==> config.mk <==
export PLATFORM = sky130hd
export DESIGN_NAME = i2c_stream_port
export DESIGN_NICKNAME = d
export VERILOG_FILES = /design/src/rtl/i2c_stream_pkg.sv /design/src/rtl/i2c_line_sync.sv /design/src/rtl/i2c_cond_detect.sv /design/src/rtl/i2c_byte_engine.sv /design/src/rtl/i2c_stream_port.sv
export SDC_FILE = /design/constraint.sdc
export NUM_CORES = 1
export LEC_CHECK = 0
export BUFFER_PORTS_ARGS = -buffer_cell sky130_fd_sc_hd__buf_4
export CORE_UTILIZATION = 31
export DETAILED_ROUTE_END_ITERATION = 10
export HOLD_SLACK_MARGIN = 0.12
export PLACE_DENSITY_LB_ADDON = 0.12
export SLEW_MARGIN = 25
export SYNTH_ARGS = -nofsm -noshare
export SYNTH_HDL_FRONTEND = slang
export SYNTH_SLANG_ARGS = --single-unit
==> constraint.sdc <==
create_clock -name clk -period 1.5 [get_ports clk]
set_input_delay 0.3 -clock clk [delete_from_list [all_inputs] [get_ports clk]]
set_output_delay 0.3 -clock clk [all_outputs]
set_load 0.01 [all_outputs]
==> src/rtl/i2c_stream_pkg.sv <==
package i2c_stream_pkg;

  // Byte engine phases
  typedef enum logic [2:0] {
    ST_IDLE,      // asleep, only the condition detector is watching
    ST_ADDR,      // shifting in address + direction
    ST_ADDR_ACK,  // driving acknowledge for own address
    ST_WR_DATA,   // shifting in a write byte
    ST_WR_ACK,    // driving acknowledge for a write byte
    ST_RD_DATA,   // shifting out a read byte
    ST_RD_ACK,    // controller's acknowledge slot
    ST_HOLD       // not addressed or read ended: ignore until START/STOP
  } eng_state_e;

  localparam int unsigned LINE_SCL = 0;
  localparam int unsigned LINE_SDA = 1;
  localparam int unsigned N_LINES  = 2;

endpackage

==> src/rtl/i2c_line_sync.sv <==
module i2c_line_sync #(
  parameter int unsigned LINES  = 2,
  parameter int unsigned STAGES = 2
) (
  input  logic             clk,
  input  logic             rst_n,
  input  logic [LINES-1:0] raw_i,
  output logic [LINES-1:0] lvl_o,
  output logic [LINES-1:0] rise_o,
  output logic [LINES-1:0] fall_o
);

  generate
    for (genvar g = 0; g < LINES; g++) begin : g_line
      logic [STAGES-1:0] chain_q;
      logic              prev_q;

      // idle bus level is high, so reset the chain high to avoid false edges
      always_ff @(posedge clk or negedge rst_n) begin
        if (!rst_n) begin
          chain_q <= '1;
          prev_q  <= 1'b1;
        end else begin
          chain_q <= {chain_q[STAGES-2:0], raw_i[g]};
          prev_q  <= chain_q[STAGES-1];
        end
      end

      assign lvl_o[g]  = chain_q[STAGES-1];
      assign rise_o[g] = chain_q[STAGES-1] & ~prev_q;
      assign fall_o[g] = ~chain_q[STAGES-1] & prev_q;
    end
  endgenerate

endmodule

==> src/rtl/i2c_cond_detect.sv <==
module i2c_cond_detect (
  input  logic clk,
  input  logic rst_n,
  input  logic scl_lvl,
  input  logic scl_rise,
  input  logic sda_rise,
  input  logic sda_fall,
  output logic start_o,
  output logic stop_o
);

  logic scl_steady_hi;
  logic start_d, stop_d;
  logic start_q, stop_q;

  // SCL must already have been high before this cycle
  assign scl_steady_hi = scl_lvl & ~scl_rise;

  always_comb begin
    start_d = sda_fall & scl_steady_hi;
    stop_d  = sda_rise & scl_steady_hi;
  end

  always_ff @(posedge clk or negedge rst_n) begin
    if (!rst_n) begin
      start_q <= 1'b0;
      stop_q  <= 1'b0;
    end else begin
      start_q <= start_d;
      stop_q  <= stop_d;
    end
  end

  assign start_o = start_q;
  assign stop_o  = stop_q;

endmodule

==> src/rtl/i2c_byte_engine.sv <==
module i2c_byte_engine
  import i2c_stream_pkg::*;
#(
  parameter int unsigned        ADDR_W   = 7,
  parameter int unsigned        DATA_W   = 8,
  parameter logic [ADDR_W-1:0]  DEV_ADDR = 7'h2A
) (
  input  logic              clk,
  input  logic              rst_n,
  input  logic              scl_rise,
  input  logic              scl_fall,
  input  logic              sda_lvl,
  input  logic              start_p,
  input  logic              stop_p,
  input  logic [DATA_W-1:0] port_in,
  output logic              sda_oe,
  output logic [DATA_W-1:0] port_out,
  output logic              busy
);

  localparam int unsigned       CNT_W    = $clog2(DATA_W + 1);
  localparam logic [CNT_W-1:0]  CNT_FULL = CNT_W'(DATA_W);
  localparam logic [CNT_W-1:0]  CNT_LAST = CNT_W'(DATA_W - 1);

  eng_state_e        state_q, state_d;
  logic [CNT_W-1:0]  cnt_q, cnt_d;
  logic [DATA_W-1:0] sh_q, sh_d;
  logic [DATA_W-1:0] out_q, out_d;
  logic              oe_q, oe_d;
  logic              rw_q, rw_d;
  logic              mack_q, mack_d;
  logic              shift_in_en;
  logic              addr_hit;

  assign shift_in_en = scl_rise && (cnt_q != CNT_FULL);
  assign addr_hit    = (sh_q[DATA_W-1 -: ADDR_W] == DEV_ADDR);

  // next-state logic
  always_comb begin
    state_d = state_q;
    cnt_d   = cnt_q;
    sh_d    = sh_q;
    out_d   = out_q;
    oe_d    = oe_q;
    rw_d    = rw_q;
    mack_d  = mack_q;

    if (start_p) begin
      state_d = ST_ADDR;
      cnt_d   = '0;
      oe_d    = 1'b0;
    end else if (stop_p) begin
      state_d = ST_IDLE;
      cnt_d   = '0;
      oe_d    = 1'b0;
    end else begin
      unique case (state_q)
        ST_IDLE, ST_HOLD: ;

        ST_ADDR: begin
          if (shift_in_en) begin
            sh_d  = {sh_q[DATA_W-2:0], sda_lvl};
            cnt_d = cnt_q + 1'b1;
          end else if (scl_fall && cnt_q == CNT_FULL) begin
            if (addr_hit) begin
              rw_d    = sh_q[0];
              oe_d    = 1'b1;
              state_d = ST_ADDR_ACK;
            end else begin
              state_d = ST_HOLD;
            end
          end
        end

        ST_ADDR_ACK: begin
          if (scl_fall) begin
            cnt_d = '0;
            if (rw_q) begin
              sh_d    = port_in;
              oe_d    = ~port_in[DATA_W-1];
              state_d = ST_RD_DATA;
            end else begin
              oe_d    = 1'b0;
              state_d = ST_WR_DATA;
            end
          end
        end

        ST_WR_DATA: begin
          if (shift_in_en) begin
            sh_d  = {sh_q[DATA_W-2:0], sda_lvl};
            cnt_d = cnt_q + 1'b1;
          end else if (scl_fall && cnt_q == CNT_FULL) begin
            out_d   = sh_q;
            oe_d    = 1'b1;
            state_d = ST_WR_ACK;
          end
        end

        ST_WR_ACK: begin
          if (scl_fall) begin
            oe_d    = 1'b0;
            cnt_d   = '0;
            state_d = ST_WR_DATA;
          end
        end

        ST_RD_DATA: begin
          if (scl_fall) begin
            if (cnt_q == CNT_LAST) begin
              oe_d    = 1'b0;
              state_d = ST_RD_ACK;
            end else begin
              sh_d  = {sh_q[DATA_W-2:0], 1'b0};
              oe_d  = ~sh_q[DATA_W-2];
              cnt_d = cnt_q + 1'b1;
            end
          end
        end

        ST_RD_ACK: begin
          if (scl_rise) begin
            mack_d = ~sda_lvl;
          end else if (scl_fall) begin
            if (mack_q) begin
              sh_d    = port_in;
              oe_d    = ~port_in[DATA_W-1];
              cnt_d   = '0;
              state_d = ST_RD_DATA;
            end else begin
              state_d = ST_HOLD;
            end
          end
        end

        default: state_d = ST_IDLE;
      endcase
    end
  end

  // state registers
  always_ff @(posedge clk or negedge rst_n) begin
    if (!rst_n) begin
      state_q <= ST_IDLE;
      cnt_q   <= '0;
      sh_q    <= '0;
      out_q   <= '0;
      oe_q    <= 1'b0;
      rw_q    <= 1'b0;
      mack_q  <= 1'b0;
    end else begin
      state_q <= state_d;
      cnt_q   <= cnt_d;
      sh_q    <= sh_d;
      out_q   <= out_d;
      oe_q    <= oe_d;
      rw_q    <= rw_d;
      mack_q  <= mack_d;
    end
  end

  assign sda_oe   = oe_q;
  assign port_out = out_q;
  assign busy     = (state_q != ST_IDLE);

endmodule

==> src/rtl/i2c_stream_port.sv <==
module i2c_stream_port
  import i2c_stream_pkg::*;
#(
  parameter int unsigned       ADDR_W      = 7,
  parameter int unsigned       DATA_W      = 8,
  parameter logic [ADDR_W-1:0] DEV_ADDR    = 7'h2A,
  parameter int unsigned       SYNC_STAGES = 2
) (
  input  logic              clk,
  input  logic              rst_n,
  input  logic              scl_i,
  input  logic              sda_i,
  output logic              sda_oe_o,
  input  logic [DATA_W-1:0] port_in_i,
  output logic [DATA_W-1:0] port_out_o
);

  logic [1:0]         rst_sync_q;
  logic               rst_int_n;
  logic [N_LINES-1:0] raw, lvl, rise, fall;
  logic               scl_lvl;
  logic               start_p, stop_p;
  logic               busy;

  // asynchronous assert, synchronous release
  always_ff @(posedge clk or negedge rst_n) begin
    if (!rst_n) rst_sync_q <= 2'b00;
    else        rst_sync_q <= {rst_sync_q[0], 1'b1};
  end
  assign rst_int_n = rst_sync_q[1];

  assign raw[LINE_SCL] = scl_i;
  assign raw[LINE_SDA] = sda_i;

  i2c_line_sync #(
    .LINES  (N_LINES),
    .STAGES (SYNC_STAGES)
  ) u_sync (
    .clk    (clk),
    .rst_n  (rst_int_n),
    .raw_i  (raw),
    .lvl_o  (lvl),
    .rise_o (rise),
    .fall_o (fall)
  );

  assign scl_lvl = lvl[LINE_SCL];

  i2c_cond_detect u_cond (
    .clk      (clk),
    .rst_n    (rst_int_n),
    .scl_lvl  (scl_lvl),
    .scl_rise (rise[LINE_SCL]),
    .sda_rise (rise[LINE_SDA]),
    .sda_fall (fall[LINE_SDA]),
    .start_o  (start_p),
    .stop_o   (stop_p)
  );

  i2c_byte_engine #(
    .ADDR_W   (ADDR_W),
    .DATA_W   (DATA_W),
    .DEV_ADDR (DEV_ADDR)
  ) u_eng (
    .clk      (clk),
    .rst_n    (rst_int_n),
    .scl_rise (rise[LINE_SCL]),
    .scl_fall (fall[LINE_SCL]),
    .sda_lvl  (lvl[LINE_SDA]),
    .start_p  (start_p),
    .stop_p   (stop_p),
    .port_in  (port_in_i),
    .sda_oe   (sda_oe_o),
    .port_out (port_out_o),
    .busy     (busy)
  );

endmodule

; After elaboration in Yosys (flattened, before gate mapping)
; Cells that the tools add are included.
[classes]
eq_ne = 33
n_reduce_logical = 14
add_sub_neg = 1
bitwise_logic = 17
muxes = 51
[op_table]
columns = operator, count
row1 = $mux 8, 8
row2 = $ne 4x1->1 const B, 11
row3 = $mux 3, 14
row4 = $mux 4, 9
row5 = $pmux 8 s4, 1
row6 = $reduce_and 11->1, 2
row7 = $pmux 3 s6, 1
row8 = $pmux 4 s4, 1
row9 = $mux 1, 15
row10 = $ne 2x1->1 const B, 6
row11 = $ne 4x2->1 const B, 3
row12 = $reduce_and 12->1, 1
row13 = $not 1->1, 10
row14 = $eq 3x3->1 const B, 3
row15 = $ne 4x4->1 const B, 2
row16 = $reduce_and 8->1, 1
row17 = $reduce_bool 8->1, 1
row18 = $and 1x1->1, 7
row19 = $eq 7x6->1 const B, 1
row20 = $eq 3x2->1 const B, 2
row21 = $pmux 1 s6, 1
row22 = $reduce_and 6->1, 1
row23 = $reduce_bool 6->1, 1
row24 = $reduce_and 5->1, 1
row25 = other kinds (10), 13
[word_totals]
inputBits = 12
ff_bits = 36

; Longest topological paths before layout
; Gate-level depths: netlist of the first run.
[logic_depth]
ltp_word = 8
depth_mapped = 7
depth_no_buf = 7

; Cells and area by module
; From an unflattened synthesis of the first run, not the netlist that was laid out.
[hier_totals]
hier_cells = 177
hier_area_um2 = 1986.9
[modules_own_cells]
columns = mod, seq_area_each_um2, n_inst, cells_each, area_per_inst_um2
row1 = i2c_byte_engine, 650.6, 1, 158, 1657.8
row2 = i2c_line_sync, 157.7, 1, 12, 207.7
row3 = i2c_cond_detect, 50.0, 1, 4, 67.6
row4 = i2c_stream_port, 50.0, 1, 3, 53.8

; Worst setup path before layout of the first run
; Ideal clock, no wire load.
[synth_timing]
path_kind = reg-to-reg
from = reg u_sync.g_line[0].chain_q[1]
to = reg u_eng.sh_q[0]
slack_ns = -0.499
t_required_ns = 1.375
synth_period_minus_slack_ns = 1.999
stages_incl_launch_ff = 6
setup_time_ns = 0.125
arrival_ns = 1.874
cell_sequence = dfstp_2 or2b_1 a32o_2 nor2_2 nor4b_4 mux2_2
[synth_between]
elab_chain_len = 4
[synth_rtl]
columns = item, line_no
row1 = from (decl), i2c_line_sync.sv:15  ; logic [STAGES-1:0] chain_q;
row2 = from (signal assigned), i2c_line_sync.sv:24  ; chain_q <= {chain_q[STAGES-2:0], raw_i[g]};
row3 = $and 1x1->1 / $not 1->1 (equally long branches), "i2c_line_sync.sv:30, i2c_line_sync.sv:31"
row4 = $logic_and 1x1->1 / $and 1x1->1 (equally long branches), "i2c_byte_engine.sv:35, i2c_line_sync.sv:31"
row5 = $ne 2x1->1 (no source line), -
row6 = $reduce_and 11->1 (no source line) (*), -
row7 = to (signal assigned), i2c_byte_engine.sv:146  ; sh_q <= '0;
row8 = to (signal assigned), i2c_byte_engine.sv:154  ; sh_q <= sh_d;
row9 = to (decl), i2c_byte_engine.sv:27  ; logic [DATA_W-1:0] sh_q, sh_d;
; Every way passes the cells marked *; elsewhere a longest branch is shown, timed or not.
; A chain may end at the register's enable or synchronous reset.

; Worst setup path after layout of the first run
[layout_timing]
from = reg u_eng.cnt_q[0]
to = reg u_eng.cnt_q[1]
[layout_between]
elab_chain_len = 6
[layout_rtl]
columns = item, line_no
row1 = from (decl), i2c_byte_engine.sv:26  ; logic [CNT_W-1:0] cnt_q, cnt_d;
row2 = from (signal assigned), i2c_byte_engine.sv:153  ; cnt_q <= cnt_d;
row3 = $add 4x1->4, "i2c_byte_engine.sv:63, i2c_byte_engine.sv:92, i2c_byte_engine.sv:116"
row4 = $mux 4, i2c_byte_engine.sv:110  ; if (cnt_q == CNT_LAST) begin
row5 = $mux 4, i2c_byte_engine.sv:109  ; if (scl_fall) begin
row6 = $pmux 4 s4, i2c_byte_engine.sv:57  ; unique case (state_q)
row7 = $mux 4, i2c_byte_engine.sv:52  ; end else if (stop_p) begin
row8 = $mux 4, i2c_byte_engine.sv:48  ; if (start_p) begin
; Several ways; a longest one is shown, not always the timed one. The select of a mux whose other input is x is not followed.

==> run_results.csv, run 1 <==
group,metric,value,unit
finish,syn_to_final_growth,48.9,%
grt,grt_max_degree,19,
synth,synth_seq_area_share,0.501,
clocking,clock-sinks,36,
critical_path,arrival,2.10,ns
floorplan,die_h,78.5,µm
power_and_ir_drop,switchingPower,1.53,mW
outcome,violations,"negative setup slack",
finish,regArea,910,µm²
placement,port_buffers,20,
critical_path,cp_slowest_stage_delay,0.39,ns
critical_path,required,1.68,ns
synth,ys.flop_type,"dfrtp_1",
placement,dp_hpwl,3260,µm
synth,yosys_warnings,0,
critical_path,worstSetupEndpointType,"register",
critical_path,cp_max_fo,5,
clocking,cts-root-buf,"clkbuf_8",
power_and_ir_drop,leakagePower,1.24,nW
synth,synth_cells,157,
power_and_ir_drop,internal-power,2.94,mW
grt,antenna_found_initial,0,
detailed_routing,firstDrtPassIters,4,
critical_path,cp_num_buf_inv,3,
sta,fmax,520,MHz
synth,synth_cell_types,50,
sta,finalMaxSlewViolations,0,
grt,track_usage,0.155,
finish,nets,246,
detailed_routing,wl_per_cell,14.6,µm
synth,synth-seq-cells,36,
detailed_routing,first_iter_violations,29,
critical_path,critical_path_class,"register to register",
sta,rsz0062_at_grt,"yes",
critical_path,crit_top_cell,"buf_4",
detailed_routing,vias_per_cell,4.90,
clocking,cts_tree,"built",
clocking,clk-insertion-delay-late,0.29,ns
detailed_routing,drc,0,
sta,fin_hold_ws,0.211,ns
grt,grt_pass1_vias,1573,
sta,finalSetupViolations,26,
power_and_ir_drop,clkPwrFrac,0.164,
clocking,cts_made_buffers,5,
clocking,cts_max_path_buffers,2,
synth,synth_edf_count,0,
sta,post-route-min-period,1.92,ns
detailed_routing,vias,1493,
sta,post-route-period-util,1.28,
synth,postSynthAreaPerCell,11.6,µm²
power_and_ir_drop,swShare,0.342,
finish,nFillCells,527,
finish,finalNonFillerCells,305,
sta,finalHoldViolCount,0,
grt,gr-total-overflow,0,
sta,setup_ws,-0.422,ns
finish,drive_gt1_frac,0.558,
power_and_ir_drop,p_comb_frac,0.524,
critical_path,path_cells,"buf_4 > ha_2 > nand3b_1 > a211oi_2 > buf_4 > nor4_4 > buf_4 > nand4b_1 > o31ai_1",
detailed_routing,wirelength,4460,µm
synth,ys_async_sr_fraction,1.00,
floorplan,core_area,0.00557,mm²
sta,fin_setup_tns,-8.80,ns
synth,synth_fp_nets,171,
floorplan,start_util,0.325,
critical_path,start_kind,"register",
power_and_ir_drop,power_frac_seq,0.312,
finish,diodes,0,
floorplan,die_w,78.5,µm
clocking,cts_max_level,2,
floorplan,dieArea,0.00616,mm²
finish,fin_util,0.485,
power_and_ir_drop,powerDensity,1650,mW/mm²
finish,multiInputGateArea,995,µm²
grt,grt_pass1_wl,7290,µm
power_and_ir_drop,ir_worst_vdd,804,µV
critical_path,crit_slowest_cell,"dfrtp_1",
outcome,status,"finished with violations",
hold_path,hold_path_class,"register to async pin",
critical_path,rrSetupSlack,-0.42,ns
placement,placedCellCount,289,
critical_path,crit_family,"simple AND/OR/NAND/NOR gates",
run,max-cap-violations,0,
placement,globalplace.congestion,0.786,
clocking,path_clk_slew,0.07,ns
detailed_routing,drtAntennaViolNets,0,
synth,syn_area,0.00181,mm²
floorplan,row_count,27,
floorplan,floorplan.io_pins,21,
sta,fin_skew,0.00904,ns
[cells in the final DEF (no fill, tap or decap), types with 2 or more instances in the layout]
cell type	Yosys	final
nor2_4	0	2
a21oi_1	6	5
and3_1	2	2
nor3_2	0	3
buf_12	0	2
nor2_1	8	8
o21ai_1	0	5
a22o_1	2	2
inv_2	0	2
or4_1	3	2
nor3b_1	4	3
nor2b_1	2	2
clkbuf_8	0	6
nand2_1	6	6
nand3b_1	2	2
mux2i_1	3	3
inv_1	6	4
mux2_4	0	14
mux2_2	20	6
a31o_2	2	2
or2_4	0	2
o21ai_0	9	4
dfstp_2	6	6
dlygate4sd3_1	0	3
dfrtp_1	30	29
buf_4	1	63
o31ai_1	3	3
nand2b_1	3	3
buf_6	0	4
[registers in the layout (all words and copies together), names as in the netlist]
signal,cells
u_sync.g_line.prev_q,2
u_eng.cnt_q,4
u_cond.stop_o,1
u_sync.g_line.chain_q,4
u_eng.state_q,3
u_eng.sh_q,8
u_eng.sda_oe,1
rst_sync_q,2
u_eng.port_out,8
u_cond.start_o,1
u_eng.mack_q,1
u_eng.rw_q,1
[per-stage QoR]
stage          worst slack, ns  instance area (µm²)  total power [mW]
4_1_cts                 -0.442                 2610              4.31
5_1_grt                 -0.489                 2700              4.79
3_3_place_gp            -0.397                 2390              3.41
6_report                -0.422                 2700              4.47
2_1_floorplan           -0.498                 1840              2.58
3_5_place_dp            -0.472                 2390              3.47
[power by group through the flow]
stage               combinational, mW  sequential, mW  clock, mW
finish                           2.34            1.39      0.734
floorplan                        1.20            1.37          0
CTS                              2.17            1.39      0.756
detailed placement               2.07            1.40          0
global placement                 2.02            1.39          0
global route                     2.55            1.43      0.804
[path summary, 6_finish.rpt]
check / start / to / cells past startpoint
hold / removal: rst_sync_q[1]$_DFF_PN0_ / u_eng.port_out[0]$_DFFE_PN0P_ / 1
setup / recovery: u_eng.cnt_q[0]$_DFFE_PN0P_ / u_eng.cnt_q[1]$_DFFE_PN0P_ / 9
min in group clk: port_in_i[6] / u_eng.sh_q[6]$_DFFE_PN0P_ / 3
max in group asynchronous: rst_sync_q[1]$_DFF_PN0_ / u_sync.g_line[0].chain_q[1]$_DFF_PN1_ / 1
hold reg to reg: rst_sync_q[1]$_DFF_PN0_ / u_eng.port_out[0]$_DFFE_PN0P_ / 1
setup reg to reg: u_eng.cnt_q[0]$_DFFE_PN0P_ / u_eng.cnt_q[1]$_DFFE_PN0P_ / 9
[metal layers]
metal | global-route usage | part of all wire | vias to the layer above | wire (µm)
li1 | - | - | 729 | -
met1 | 0.173 | 0.42 | 732 | 1900
met2 | 0.290 | 0.53 | 23 | 2350
met3 | 0.0314 | 0.030 | 9 | 134
met4 | 0.0500 | 0.018 | 0 | 82
met5 | 0 | 0 | - | 0
[repair_timing]
item / CTS / global route
setup endpoints to repair: 26 / 26
gates resized for setup: 18 / 16
endpoints found under the hold margin: 4 / 0
pin swaps: 2 / 8
setup buffers: 2 / 3
hold buffers: 3 / 0
[synthesized netlist by cell type (all sizes together) (3+ instances only)]
cell,count,area (µm²)
or2,3,18.8
dfstp,6,158
nor2,10,42.5
dfrtp,30,751
or4,3,22.5
o21ai,9,45.0
mux2i,3,30.0
o31ai,3,22.5
nand2,6,22.5
mux2,20,225
nor3b,4,30.0
nor3,5,36.3
a21oi,6,30.0
buf,3,16.3
inv,6,22.5
nand2b,3,18.8
[cell type report]
class / instances / share of cell area
Multi-Input combinational cell: 111 / 0.368
Inverter: 6 / 0.00834
Sequential cell: 36 / 0.337
Timing Repair Buffer: 72 / 0.218
Clock inverter: 2 / 0.00509
Tap cell: 72 / 0.0333
Clock buffer: 6 / 0.0306
[cells by family (layout without fill, tap and decap cells)]
| kind of cell | after synthesis | count (layout) | share of synthesized area |
|---|---|---|---|
| AOI/OAI and AO/OA | 34 | 34 | 0.131 |
| muxes | 23 | 23 | 0.141 |
| adders and majority gates | 2 | 2 | 0.0138 |
| other | 1 | 1 | 0.00207 |
| and+or+nand+nor | 51 | 51 | 0.188 |
| buffers and inverters | 10 | 86 | 0.0234 |
| DFF | 36 | 36 | 0.501 |
Note: power is estimated with default switching activity, not from simulation.
==> run 2, diff against run 1 <==
--- a/config.mk
+++ b/config.mk
@@ -10,6 +10,7 @@
 export DETAILED_ROUTE_END_ITERATION = 10
 export HOLD_SLACK_MARGIN = 0.12
 export PLACE_DENSITY_LB_ADDON = 0.12
+export SKIP_LAST_GASP = 1
 export SLEW_MARGIN = 25
 export SYNTH_ARGS = -nofsm -noshare
 export SYNTH_HDL_FRONTEND = slang
==> run_results.csv, run 2 (synthesis gave the netlist of run 1 again) <==
group,metric,value,unit
detailed_routing,wirelength,4380,µm
detailed_routing,drtAntennaViolNets,0,
grt,grt_max_degree,19,
detailed_routing,drc,0,
power_and_ir_drop,leakagePower,1.21,nW
sta,rsz0062_at_grt,"yes",
floorplan,core_area,0.00557,mm²
placement,dp_hpwl,3260,µm
sta,setup_ws,-0.428,ns
floorplan,floorplan.io_pins,21,
floorplan,die_h,78.5,µm
sta,finalMaxSlewViolations,0,
finish,syn_to_final_growth,46.9,%
grt,grt_pass1_wl,7080,µm
placement,port_buffers,20,
clocking,cts_max_level,2,
detailed_routing,wl_per_cell,14.4,µm
detailed_routing,vias_per_cell,4.87,
clocking,cts_tree,"built",
floorplan,start_util,0.325,
sta,post-route-period-util,1.29,
finish,nets,245,
sta,fmax,519,MHz
finish,diodes,0,
clocking,path_clk_slew,0.07,ns
run,max-cap-violations,0,
hold_path,hold_path_class,"register to async pin",
placement,globalplace.congestion,0.786,
sta,finalHoldViolCount,0,
clocking,cts-root-buf,"clkbuf_8",
grt,track_usage,0.151,
clocking,clk-insertion-delay-late,0.29,ns
power_and_ir_drop,ir_worst_vdd,807,µV
finish,postLayoutCellArea,0.00267,mm²
sta,finalSetupViolations,26,
clocking,cts_max_path_buffers,2,
critical_path,start_kind,"register",
grt,gr-total-overflow,0,
outcome,violations,"negative setup slack",
critical_path,required,1.67,ns
placement,dpl_cell_area,0.00239,mm²
sta,post-route-min-period,1.93,ns
detailed_routing,first_iter_violations,37,
power_and_ir_drop,total_power,4.39,mW
detailed_routing,firstDrtPassIters,4,
floorplan,row_count,27,
critical_path,worstSetupEndpointType,"register",
clocking,clock-sinks,36,
finish,final_common_cell,"buf_4",
critical_path,arrival,2.10,ns
sta,fin_hold_ws,0.210,ns
power_and_ir_drop,powerDensity,1650,mW/mm²
critical_path,critical_path_class,"register to register",
grt,grt_pass1_vias,1559,
critical_path,cp_max_fo,7,
sta,fin_skew,0.00853,ns
floorplan,dieArea,0.00616,mm²
finish,layout_common_cells,"63 x buf_4, 29 x dfrtp_1, 12 x mux2_4, 8 x nor2_1, 8 x mux2_2",
clocking,cts_made_buffers,5,
detailed_routing,vias,1481,
outcome,status,"finished with violations",
finish,drive_gt1_frac,0.539,
grt,antenna_found_initial,0,
floorplan,die_w,78.5,µm
## run 2: critical path, cell delays in order, from the launching register on
cell	delay, ns
dfstp_2	0.54
or2b_1	0.24
a32o_2	0.25
nor2_4	0.08
nor4b_4	0.20
buf_6	0.18
mux2_2	0.33
## run 2: cell type report
type,instances,area (µm²)
Fill cell,527,2910
Multi-Input combinational cell,111,970
Sequential cell,36,910
Timing Repair Buffer,71,577
Tap cell,72,90.1
Clock buffer,6,82.6
Inverter,6,22.5
Clock inverter,2,13.8
## run 2: worst paths after layout
kind / start / to / slack, ns / cells past startpoint
worst max-delay path: u_sync.g_line[0].chain_q[1]$_DFF_PN1_ / u_eng.sh_q[2]$_DFFE_PN0P_ / -0.43 / 6
worst min-delay path: rst_sync_q[1]$_DFF_PN0_ / u_eng.port_out[0]$_DFFE_PN0P_ / 0.21 / 1
worst max register to register: u_sync.g_line[0].chain_q[1]$_DFF_PN1_ / u_eng.sh_q[2]$_DFFE_PN0P_ / -0.43 / 6
worst min register to register: rst_sync_q[1]$_DFF_PN0_ / u_eng.port_out[0]$_DFFE_PN0P_ / 0.21 / 1
max in group asynchronous: rst_sync_q[1]$_DFF_PN0_ / u_sync.g_line[0].chain_q[1]$_DFF_PN1_ / 1.04 / 1
min in group clk: port_in_i[6] / u_eng.sh_q[6]$_DFFE_PN0P_ / 0.32 / 3
## run 2: stage by stage
| step | setup TNS, ns | worst slack [ns] | util | instances |
|---|---|---|---|---|
| after detailed placement | -9.99 | -0.472 | 0.429 | 289 |
| after global routing | -11.23 | -0.501 | 0.478 | 304 |
| after floorplan | -7.64 | -0.498 | - | 157 |
| final | -8.91 | -0.428 | 0.478 | 304 |
| after CTS | -9.06 | -0.442 | 0.461 | 302 |
| after global placement | -8.98 | -0.397 | 0.429 | 289 |
## run 2: metal layers
layer  GRT usage  wire (µm)  vias to the layer above  part of all wire
met1       0.165       1850                      725              0.42
met4      0.0500         68                        0             0.016
met5           0          0                        -                 0
li1            -          -                      724                 -
met3      0.0314        144                        7             0.033
met2       0.286       2320                       25              0.53
## run 2: what timing repair did
item	in CTS	in global routing
endpoints found under the hold margin	4	0
resized for setup	8	18
hold buffers	3	0
pin swaps	2	4
setup endpoints to repair	26	26
buffers inserted	2	2
gates cloned	0	0
## run 2: report_power, final
group | leakage, nW | internal, mW | total (mW) | switching [mW]
clock network | 0.0516 | 0.375 | 0.733 | 0.357
logic | 0.711 | 1.32 | 2.27 | 0.953
registers | 0.451 | 1.20 | 1.39 | 0.187
